### config.mk
export PLATFORM = sky130hd
export DESIGN_NAME = stim_pulse_gen
export DESIGN_NICKNAME = d
export VERILOG_FILES = /design/src/rtl/stim_pkg.sv /design/src/rtl/stim_regs.sv /design/src/rtl/stim_phase.sv /design/src/rtl/stim_burst.sv /design/src/rtl/stim_drive.sv /design/src/rtl/stim_pulse_gen.sv
export SDC_FILE = /design/constraint.sdc
export NUM_CORES = 1
export LEC_CHECK = 0
export BUFFER_PORTS_ARGS = -buffer_cell sky130_fd_sc_hd__buf_2
export CAP_MARGIN = 20
export CORE_ASPECT_RATIO = 0.9
export CORE_MARGIN = 5
export CORE_UTILIZATION = 45
export CTS_BUF_LIST = sky130_fd_sc_hd__clkbuf_8 sky130_fd_sc_hd__clkbuf_16
export CTS_CLUSTER_SIZE = 14
export DETAILED_ROUTE_END_ITERATION = 6
export PLACE_DENSITY = 0.87
export REMOVE_ABC_BUFFERS = 1
export SLEW_MARGIN = 10
export SYNTH_ARGS = -nofsm -noshare
export SYNTH_HDL_FRONTEND = slang
export SYNTH_HIERARCHICAL = 1
export SYNTH_SLANG_ARGS = --single-unit
### constraint.sdc
create_clock -name clk -period 2.7 [get_ports clk]
set_input_delay 0.54 -clock clk [delete_from_list [all_inputs] [get_ports clk]]
set_output_delay 0.54 -clock clk [all_outputs]
set_load 0.02 [all_outputs]
### src/rtl/stim_pkg.sv
package stim_pkg;
    localparam int NUM_OUT = 4;
    localparam int CNT_W   = 12;
    localparam int DATA_W  = 32;
    localparam int ADDR_W  = 5;
    localparam int CTL_W   = 2 * NUM_OUT;

    localparam logic [ADDR_W-1:0] OFS_CFG = 5'h00;
    localparam logic [ADDR_W-1:0] OFS_CTL = 5'h10;
    localparam logic [ADDR_W-1:0] OFS_SET = 5'h14;
    localparam logic [ADDR_W-1:0] OFS_CLR = 5'h18;

    localparam int BIT_PUFR = CNT_W + 2;

    // packed MSB first: pulse free-run, phase free-run, fast select, count
    typedef struct packed {
        logic             pu_fr;
        logic             ph_fr;
        logic             fast;
        logic [CNT_W-1:0] count;
    } cfg_t;

    typedef struct packed {
        logic [NUM_OUT-1:0] en;
        logic [NUM_OUT-1:0] inv;
    } ctl_t;

    localparam int CFG_W = $bits(cfg_t);
endpackage

### src/rtl/stim_regs.sv
module stim_regs
    import stim_pkg::*;
(
    input  logic              clk,
    input  logic              rst,
    input  logic              wr_en,
    input  logic [ADDR_W-1:0] wr_addr,
    input  logic [DATA_W-1:0] wr_data,
    input  logic [ADDR_W-1:0] rd_addr,
    input  logic              status,
    output cfg_t              cfg,
    output ctl_t              ctl,
    output logic              cfg_wr,
    output logic              load_go,
    output logic [CNT_W-1:0]  load_cnt,
    output logic [DATA_W-1:0] rd_data
);
    typedef struct packed {
        cfg_t cfg;
        ctl_t ctl;
    } regs_t;

    regs_t            r_d, r_q;
    logic [CTL_W-1:0] wr_ctl;
    logic             unused_hi;

    assign unused_hi = ^wr_data[DATA_W-1:CFG_W];
    assign load_cnt  = wr_data[CNT_W-1:0];

    always_comb begin
        r_d     = r_q;
        cfg_wr  = 1'b0;
        load_go = 1'b0;
        wr_ctl  = wr_data[CTL_W-1:0];
        if (wr_en) begin
            case (wr_addr)
                OFS_CFG: begin
                    r_d.cfg = wr_data[CFG_W-1:0];
                    cfg_wr  = 1'b1;
                    load_go = (wr_data[CNT_W-1:0] != '0) && !wr_data[BIT_PUFR];
                end
                OFS_CTL: r_d.ctl = wr_ctl;
                OFS_SET: r_d.ctl = r_q.ctl | wr_ctl;
                OFS_CLR: r_d.ctl = r_q.ctl & ~wr_ctl;
                default: ;
            endcase
        end
    end

    always_comb begin
        rd_data = '0;
        case (rd_addr)
            OFS_CFG:                   rd_data[CFG_W-1:0] = r_q.cfg;
            OFS_CTL, OFS_SET, OFS_CLR: rd_data[CTL_W:0]   = {status, r_q.ctl};
            default: ;
        endcase
    end

    always_ff @(posedge clk) begin
        if (rst) r_q <= '0;
        else     r_q <= r_d;
    end

    assign cfg = r_q.cfg;
    assign ctl = r_q.ctl;
endmodule

### src/rtl/stim_phase.sv
module stim_phase #(
    parameter int LONG_LEN  = 16,
    parameter int SHORT_LEN = 8,
    localparam int PH_W     = $clog2(LONG_LEN)
) (
    input  logic            clk,
    input  logic            rst,
    input  logic            run,
    input  logic            restart,
    input  logic            fast,
    output logic [PH_W-1:0] phase,
    output logic            cyc_end,
    output logic            first_half
);
    localparam logic [PH_W-1:0] LAST_LONG  = PH_W'(LONG_LEN - 1);
    localparam logic [PH_W-1:0] LAST_SHORT = PH_W'(SHORT_LEN - 1);
    localparam logic [PH_W-1:0] HALF_LONG  = PH_W'(LONG_LEN / 2);
    localparam logic [PH_W-1:0] HALF_SHORT = PH_W'(SHORT_LEN / 2);

    logic [PH_W-1:0] ph_d, ph_q;
    logic [PH_W-1:0] last, half;
    logic            wrap;

    always_comb begin
        last       = fast ? LAST_SHORT : LAST_LONG;
        half       = fast ? HALF_SHORT : HALF_LONG;
        wrap       = (ph_q >= last);
        cyc_end    = run && wrap;
        first_half = (ph_q < half);
        if (restart || !run) ph_d = '0;
        else if (wrap)       ph_d = '0;
        else                 ph_d = ph_q + 1'b1;
    end

    always_ff @(posedge clk) begin
        if (rst) ph_q <= '0;
        else     ph_q <= ph_d;
    end

    assign phase = ph_q;
endmodule

### src/rtl/stim_burst.sv
module stim_burst
    import stim_pkg::*;
(
    input  logic             clk,
    input  logic             rst,
    input  logic             load,
    input  logic             load_go,
    input  logic [CNT_W-1:0] load_cnt,
    input  logic             cyc_end,
    output logic             busy
);
    typedef struct packed {
        logic             busy;
        logic [CNT_W-1:0] left;
    } bst_t;

    bst_t s_d, s_q;

    always_comb begin
        s_d = s_q;
        if (load) begin
            s_d.busy = load_go;
            s_d.left = load_cnt;
        end else if (s_q.busy && cyc_end) begin
            s_d.left = s_q.left - 1'b1;
            if (s_q.left == CNT_W'(1)) s_d.busy = 1'b0;
        end
    end

    always_ff @(posedge clk) begin
        if (rst) s_q <= '0;
        else     s_q <= s_d;
    end

    assign busy = s_q.busy;
endmodule

### src/rtl/stim_drive.sv
module stim_drive #(
    parameter int N = 4
) (
    input  logic         raw,
    input  logic [N-1:0] en,
    input  logic [N-1:0] inv,
    output logic [N-1:0] pins
);
    for (genvar i = 0; i < N; i++) begin : g_pin
        assign pins[i] = (raw & en[i]) ^ inv[i];
    end
endmodule

### src/rtl/stim_pulse_gen.sv
module stim_pulse_gen
    import stim_pkg::*;
#(
    parameter int LONG_LEN  = 16,
    parameter int SHORT_LEN = 8
) (
    input  logic                        clk,
    input  logic                        rst,
    input  logic                        adc_en,
    input  logic                        wr_en,
    input  logic [ADDR_W-1:0]           wr_addr,
    input  logic [DATA_W-1:0]           wr_data,
    input  logic [ADDR_W-1:0]           rd_addr,
    output logic [DATA_W-1:0]           rd_data,
    output logic [NUM_OUT-1:0]          pulse_out,
    output logic                        status,
    output logic [$clog2(LONG_LEN)-1:0] phase_pos
);
    cfg_t             cfg;
    ctl_t             ctl;
    logic             cfg_wr, load_go, busy;
    logic [CNT_W-1:0] load_cnt;
    logic             pulse_run, phase_run, cyc_end, first_half, raw;
    logic [NUM_OUT-1:0] en_vec, inv_vec;
    logic             fast_sel;

    assign en_vec    = ctl.en;
    assign inv_vec   = ctl.inv;
    assign fast_sel  = cfg.fast;
    assign pulse_run = busy | (cfg.pu_fr & (|ctl.en));
    assign phase_run = pulse_run | (cfg.ph_fr & adc_en);
    assign raw       = pulse_run & first_half;
    assign status    = pulse_run;

    stim_regs u_regs (
        .clk(clk), .rst(rst), .wr_en(wr_en), .wr_addr(wr_addr), .wr_data(wr_data),
        .rd_addr(rd_addr), .status(pulse_run), .cfg(cfg), .ctl(ctl), .cfg_wr(cfg_wr),
        .load_go(load_go), .load_cnt(load_cnt), .rd_data(rd_data)
    );

    stim_phase #(.LONG_LEN(LONG_LEN), .SHORT_LEN(SHORT_LEN)) u_phase (
        .clk(clk), .rst(rst), .run(phase_run), .restart(cfg_wr), .fast(cfg.fast),
        .phase(phase_pos), .cyc_end(cyc_end), .first_half(first_half)
    );

    stim_burst u_burst (
        .clk(clk), .rst(rst), .load(cfg_wr), .load_go(load_go), .load_cnt(load_cnt),
        .cyc_end(cyc_end), .busy(busy)
    );

    stim_drive #(.N(NUM_OUT)) u_drive (
        .raw(raw), .en(ctl.en), .inv(ctl.inv), .pins(pulse_out)
    );
endmodule

# ---- Word-level counts from Yosys, hierarchy flattened
# Index checks and enable logic that the tools add are counted.
dict set report totals {
  register_bits 40
  output_inout_bits 41
}
dict set report op_classes {
  n_reduce_logical 18
  bitwise_logic 16
  n_eq_ne 7
  add_sub_neg 2
  magnitude_cmp 2
  muxes 12
}
# cell n
set op_table {}
lappend op_table {{equality test 5 bit (second input constant)} 6}
lappend op_table {{2-to-1 mux 13 bit} 2}
lappend op_table {{case mux 8 bit (3 select lines)} 1}
lappend op_table {{case mux 9 bit (2 select lines)} 1}
lappend op_table {{equality test 12 x 1 -> 1 bit (second input constant)} 1}
lappend op_table {{nonzero test 12 bit} 1}
lappend op_table {{subtractor 12 x 1 -> 12 bit (second input constant)} 1}
lappend op_table {{logical NOT 5 bit} 2}
lappend op_table {{bitwise AND 8 bit} 1}
lappend op_table {{2-to-1 mux 4 bit} 2}
lappend op_table {{inverter 8 bit} 1}
lappend op_table {{OR 8 bit} 1}
lappend op_table {{bitwise AND 1 bit} 7}
lappend op_table {{2-to-1 mux 6 bit} 1}
lappend op_table {{AND reduction 2 bit} 3}
lappend op_table {{OR reduction 3 bit} 2}
lappend op_table {{2-to-1 mux 1 bit} 5}
lappend op_table {{adder 4 x 1 -> 4 bit (second input constant)} 1}
lappend op_table {{greater-or-equal comparator 4 bit} 1}
lappend op_table {{< comparator 4 bit} 1}
lappend op_table {{nonzero test 2 bit} 2}
lappend op_table {{OR reduction 4 bit} 1}
lappend op_table {{bitwise XOR 1 bit} 4}
lappend op_table {{logical AND 1 bit} 3}
lappend op_table {{4 further kinds} 6}

# ---- Logic depth before layout (Yosys ltp)
dict set report logic_depth {
  word_depth 8
  depth_mapped 9
  depth_no_buf 7
}

# ---- Hierarchy
# The synthesis kept the hierarchy.
# module cells_per_inst seq_area_each_um2 area_each_um2 instances
set modules_own_cells {}
lappend modules_own_cells {stim_regs 155 460.4 1295.0 1}
lappend modules_own_cells {stim_burst 93 260.2 773.2 1}
lappend modules_own_cells {stim_phase 20 80.1 192.7 1}
lappend modules_own_cells {stim_drive 8 0.0 50.0 1}
lappend modules_own_cells {stim_pulse_gen 6 0.0 40.0 1}

# ---- Worst setup path after synthesis
# Ideal clock, no wire load.
dict set report synth_timing {
  path_type {input port to flip-flop}
  from {input wr_addr[1]}
  to {register u_burst/s_q[0] (netlist bit)}
  t_arrival_ns 2.486
  setup_slack_ns 0.087
  required_time_ns 2.572
  setup_time_ns 0.128
  cell_stages 9
  cell_sequence {or4b_4 -> or3_1 -> buf_6 -> clkinv_4 -> buf_6 -> clkbuf_1 -> clkbuf_1 -> mux2i_1 -> nor2_1}
}
dict set report synth_via {
  elab_chain_cells 4
}
# item line
set synth_rtl {}
lappend synth_rtl {{start, declared} stim_pulse_gen.sv:11} ;# input logic [ADDR_W-1:0] wr_addr,
lappend synth_rtl {{logical NOT 5 bit (*)} stim_regs.sv:36} ;# case (wr_addr)
lappend synth_rtl {{2-to-1 mux 1 bit (*)} stim_regs.sv:36}
lappend synth_rtl {{2-to-1 mux 1 bit (*)} stim_regs.sv:35} ;# if (wr_en) begin
lappend synth_rtl {{net cfg_wr} stim_pulse_gen.sv:21} ;# logic cfg_wr, load_go, busy;
lappend synth_rtl {{2-to-1 mux 13 bit or nonzero test 2 bit (tied branches)} n/a}
lappend synth_rtl {{end signal, assigned} stim_burst.sv:31} ;# if (rst) s_q <= '0;
lappend synth_rtl {{end signal, assigned} stim_burst.sv:32} ;# else s_q <= s_d;
lappend synth_rtl {{end, declared} stim_burst.sv:17} ;# bst_t s_d, s_q;
# Mark *: on every way through the listed nets, which the timed path passes. The rest lies on a longest branch.
# A chain may end at the register's enable or synchronous reset.

# ---- Final worst setup path
dict set report layout_timing {
  from {register u_regs.r_q, in the netlist u_regs/cfg[12]}
  to {output pulse_out[3]}
}
dict set report layout_via {
  elab_chain_cells 5
}
# item line
set layout_rtl {}
lappend layout_rtl {{start, declared} stim_regs.sv:23} ;# regs_t r_d, r_q;
lappend layout_rtl {{start signal, assigned} stim_regs.sv:61} ;# else r_q <= r_d;
lappend layout_rtl {{2-to-1 mux 4 bit} stim_phase.sv:26} ;# half = fast ? HALF_SHORT : HALF_LONG;
lappend layout_rtl {{< comparator 4 bit} stim_phase.sv:29} ;# first_half = (ph_q < half);
lappend layout_rtl {{net first_half} stim_pulse_gen.sv:23} ;# logic pulse_run, phase_run, cyc_end, first_half, raw;
lappend layout_rtl {{bitwise AND 1 bit} stim_pulse_gen.sv:32} ;# assign raw = pulse_run & first_half;
lappend layout_rtl {{net raw} stim_pulse_gen.sv:23}
lappend layout_rtl {{bitwise AND 1 bit} stim_drive.sv:10} ;# assign pins[i] = (raw & en[i]) ^ inv[i];
lappend layout_rtl {{bitwise XOR 1 bit} stim_drive.sv:10}
lappend layout_rtl {{end, declared} stim_pulse_gen.sv:15} ;# output logic [NUM_OUT-1:0] pulse_out,
# The timed path passes the listed nets, and every way through them passes these cells.

==> out/qor.tcl <==
set qor(fin_setup_tns_ns) 0
set qor(worst_slew_pin_tran_ns) 0.623
set qor(fin_worst_skew_ns) 0.00421
set qor(clock_sinks) 40
set qor(fill_cells) 477
set qor(syn-cell-area_um2) 2350
set qor(outcome) {complete, no violations}
set qor(grt_antenna_before_repair) 0
set qor(num_antenna_cells) 0
set qor(max_vdd_drop_v) 0.000297
set qor(largest_family_of_logic_cells_by_synthesized_area) {compound AO/OA/AOI/OAI gates}
set qor(synth-simple-area-share_pct) 21.0
set qor(clockBufferDepth) 2
set qor(crit_required_ns) 2.16
set qor(synth_warnings) 6
set qor(timing_worst_setup_path_type) {register to output port}
set qor(start_util_pct) 45.6
set qor(grt_pass1_wl_um) 8890
set qor(post-dp-hpwl_um) 3800
set qor(chipWidth_um) 86.2
set qor(cts-htree-levels) 2
set qor(post_dp_cell_area_um2) 2500
set qor(synth-seq-cells) 40
set qor(critical_path.cell_chain) {ha_1 > a21oi_1 > a21boi_0 > buf_4 > nand2_1 > xnor2_1 > buf_2}
set qor(grt_start_max_net_pins) 42
set qor(io_buffer_count) 52
set qor(clock_latency_ns) 0.29
set qor(synth_area_per_cell_um2) 8.34
set qor(synth-adder-area-share_pct) 2.13
set qor(slew-limit-headroom_pct) 58.4
set qor(grt.overflow.total) 0
set qor(synth_cell_type_count) 50
set qor(critPathSlowestCell) {sky130_fd_sc_hd__dfxtp_1}
set qor(tritoncts) {yes}
set qor(routed_via_density) 5.24
set qor(synth-edff-count) 0
set qor(grt.total_usage_pct) 16.4
set qor(postCtsHoldBufs) 0
set qor(hold_viol_final) 0
set qor(gp_routability_congestion) 0.832
set qor(synth.area.top_cells) {sky130_fd_sc_hd__dfxtp_1, sky130_fd_sc_hd__buf_4, sky130_fd_sc_hd__nand2_1}
set qor(power.static_leakage_nw) 1.15
set qor(placement_rows) 25
set qor(critPathArrivalTime_ns) 1.88
set qor(synth-xor-area-share_pct) 5.59
set qor(combined_area_of_the_multi_input_logic_cells_um2) 1270
set qor(chipHeight_um) 78.6
set qor(total_power_mw) 1.18
set qor(rsz0062_at_grt) {no}
set qor(clkSlewWorstSetupHoldPaths_ns) 0.08
set qor(layout_min_cycle_time_ns) 2.42
set qor(maxCapViolCount) 0
set qor(cts-root-buf) {sky130_fd_sc_hd__clkbuf_8}
set qor(synth_compound_area_share_pct) 21.6
set qor(post-route-period-util_pct) 89.6
set qor(cts-resized-gates) 0
set qor(drt_drc_violations_left) 0
set qor(core_um2) 5160
set qor(yosys.area.top_type) {sky130_fd_sc_hd__dfxtp_1}
set qor(achievable-frequency_mhz) 413
set qor(final_layout_size_suffix_gt1_share_pct) 24.3
set qor(drtPass1Iterations) 4
set qor(totalWireLength_um) 5350
set qor(routedWlPerCell_um) 13.8
set qor(worst_setup_path_start_kind) {register}
set qor(seqCellArea_um2) 801
set qor(cts_setup_buffers) 0
set qor(numCtsBuffers) 5
set qor(final_nets) 370
set qor(postSynth.asyncResetShare_pct) 0
set qor(final_util_pct) 50.5
set qor(power.density_nw_per_um2) 452
set qor(postSynth.topFlopCell) {sky130_fd_sc_hd__dfxtp_1}
set qor(postSynthCellCount) 282
set qor(drv_slew) 0
set qor(crit_fanout) 4
set qor(final-setup-viol-count) 0
set qor(dr_total_vias) 2033
set qor(synth_seq_area_share_pct) 34.1
set qor(ios) 87
set qor(min_path_type) {register to register}
set qor(stdcell_area_um2) 2610
set qor(detail-route-antenna-nets) 0
set qor(worst_path_largest_cell_delay_ns) 0.34
set qor(synth_mux_area_share_pct) 0.852
set qor(yosys.area.top_type_share_pct) 34.1
set qor(endpoint_type_of_the_worst_setup_path) {output port}
set qor(starting_drt_drc_count) 118
set qor(areaGrowthSynthToFinish_pct) 10.9
set qor(grt_pass1_vias) 1913
set qor(floorplan.die_area_um2) 6770
[critical path, delay by kind of cell (launching register included)]
kind	cells	cell delay (ns)
AOI/OAI and AO/OA	2	0.37
xor gates and xnor gates	1	0.14
adders and majority gates	1	0.33
buffers and inverters	2	0.35
DFF	1	0.34
and+or+nand+nor	1	0.07
[cell usage after synthesis (2+ instances only)]
cell	instances
sky130_fd_sc_hd__nor3_1	4
sky130_fd_sc_hd__inv_1	13
sky130_fd_sc_hd__nand2_1	43
sky130_fd_sc_hd__nand3_1	4
sky130_fd_sc_hd__a32o_1	8
sky130_fd_sc_hd__o21ai_0	11
sky130_fd_sc_hd__or3_1	2
sky130_fd_sc_hd__buf_6	3
sky130_fd_sc_hd__clkbuf_1	7
sky130_fd_sc_hd__nor4_1	6
sky130_fd_sc_hd__xor2_1	8
sky130_fd_sc_hd__nor2_1	13
sky130_fd_sc_hd__mux2i_1	2
sky130_fd_sc_hd__a21oi_1	26
sky130_fd_sc_hd__a21oi_2	2
sky130_fd_sc_hd__a22o_1	9
sky130_fd_sc_hd__xnor2_1	7
sky130_fd_sc_hd__o21a_1	7
sky130_fd_sc_hd__and2_1	6
sky130_fd_sc_hd__ha_1	4
sky130_fd_sc_hd__dfxtp_1	40
sky130_fd_sc_hd__buf_4	29
[final cells by class]
class	instances	area share [%]
clock buffer	5	2.64
clock inverter	3	1.49
inverter	14	2.21
multi-input combinational	203	48.6
sequential	40	30.7
tap	67	3.22
timing repair buffer	56	11.1
[cells by family after synthesis]
kind of cell / Yosys count
adders and majority gates: 4
muxes: 2
other: 1
xor gates and xnor gates: 15
and+or+nand+nor: 93
buffers and inverters: 55
AOI/OAI and AO/OA: 72
DFF: 40
[worst paths after layout]
path,slack [ns],end,depth (start not counted),start
setup / recovery,0.28,pulse_out[3],7,u_regs/cfg[12]
setup reg to reg,0.51,u_burst/s_q[9],7,u_regs/cfg[12]
hold reg to reg,0.45,u_regs/cfg[9],2,u_regs/cfg[9]
hold / removal,0.45,u_regs/cfg[9],2,u_regs/cfg[9]
[sequential cells by signal (all words and copies together), names as in the netlist]
register,cells
u_phase/phase,4
u_burst/s_q,12
u_regs/cfg,15
u_regs/ctl,8
u_burst/busy,1
[cells in the final DEF (no fill, tap or decap), drive strengths merged, types with 5 or more instances in the layout]
master,synthesis,final
clkbuf,7,5
xor2,8,8
inv,13,14
conb,1,17
a32o,8,8
nand3,5,5
nor4,6,6
dfxtp,40,40
nor2,13,13
a22o,9,9
xnor2,7,7
a21oi,28,28
and2,6,6
nand2,43,43
o21a,7,7
o21ai,11,11
buf,34,56
[metal layers]
metal  up-vias  GRT usage [%]  wire (µm)
li1       1016              -          -
met4         0           6.39         93
met1       939           18.5       2140
met3         7           5.04        439
met5         -              0          0
met2        71           28.8       2670
[power breakdown]
part | internal [mW] | total (mW) | switching (mW)
clock network | 0.270 | 0.473 | 0.203
logic | 0.0334 | 0.106 | 0.0727
registers | 0.595 | 0.599 | 0.00439
total | 0.898 | 1.18 | 0.280
[stage by stage]
step | std cells | hold slack [ns] | setup WS, ns
3_5_place_dp | 380 | 0.446 | 0.343
6_report | 388 | 0.454 | 0.279
5_1_grt | 388 | 0.470 | 0.0928
4_1_cts | 388 | 0.456 | 0.266
3_3_place_gp | 380 | 0.439 | 0.372
2_1_floorplan | 257 | 0.426 | 0.322
(Power assumes the default switching activity.)
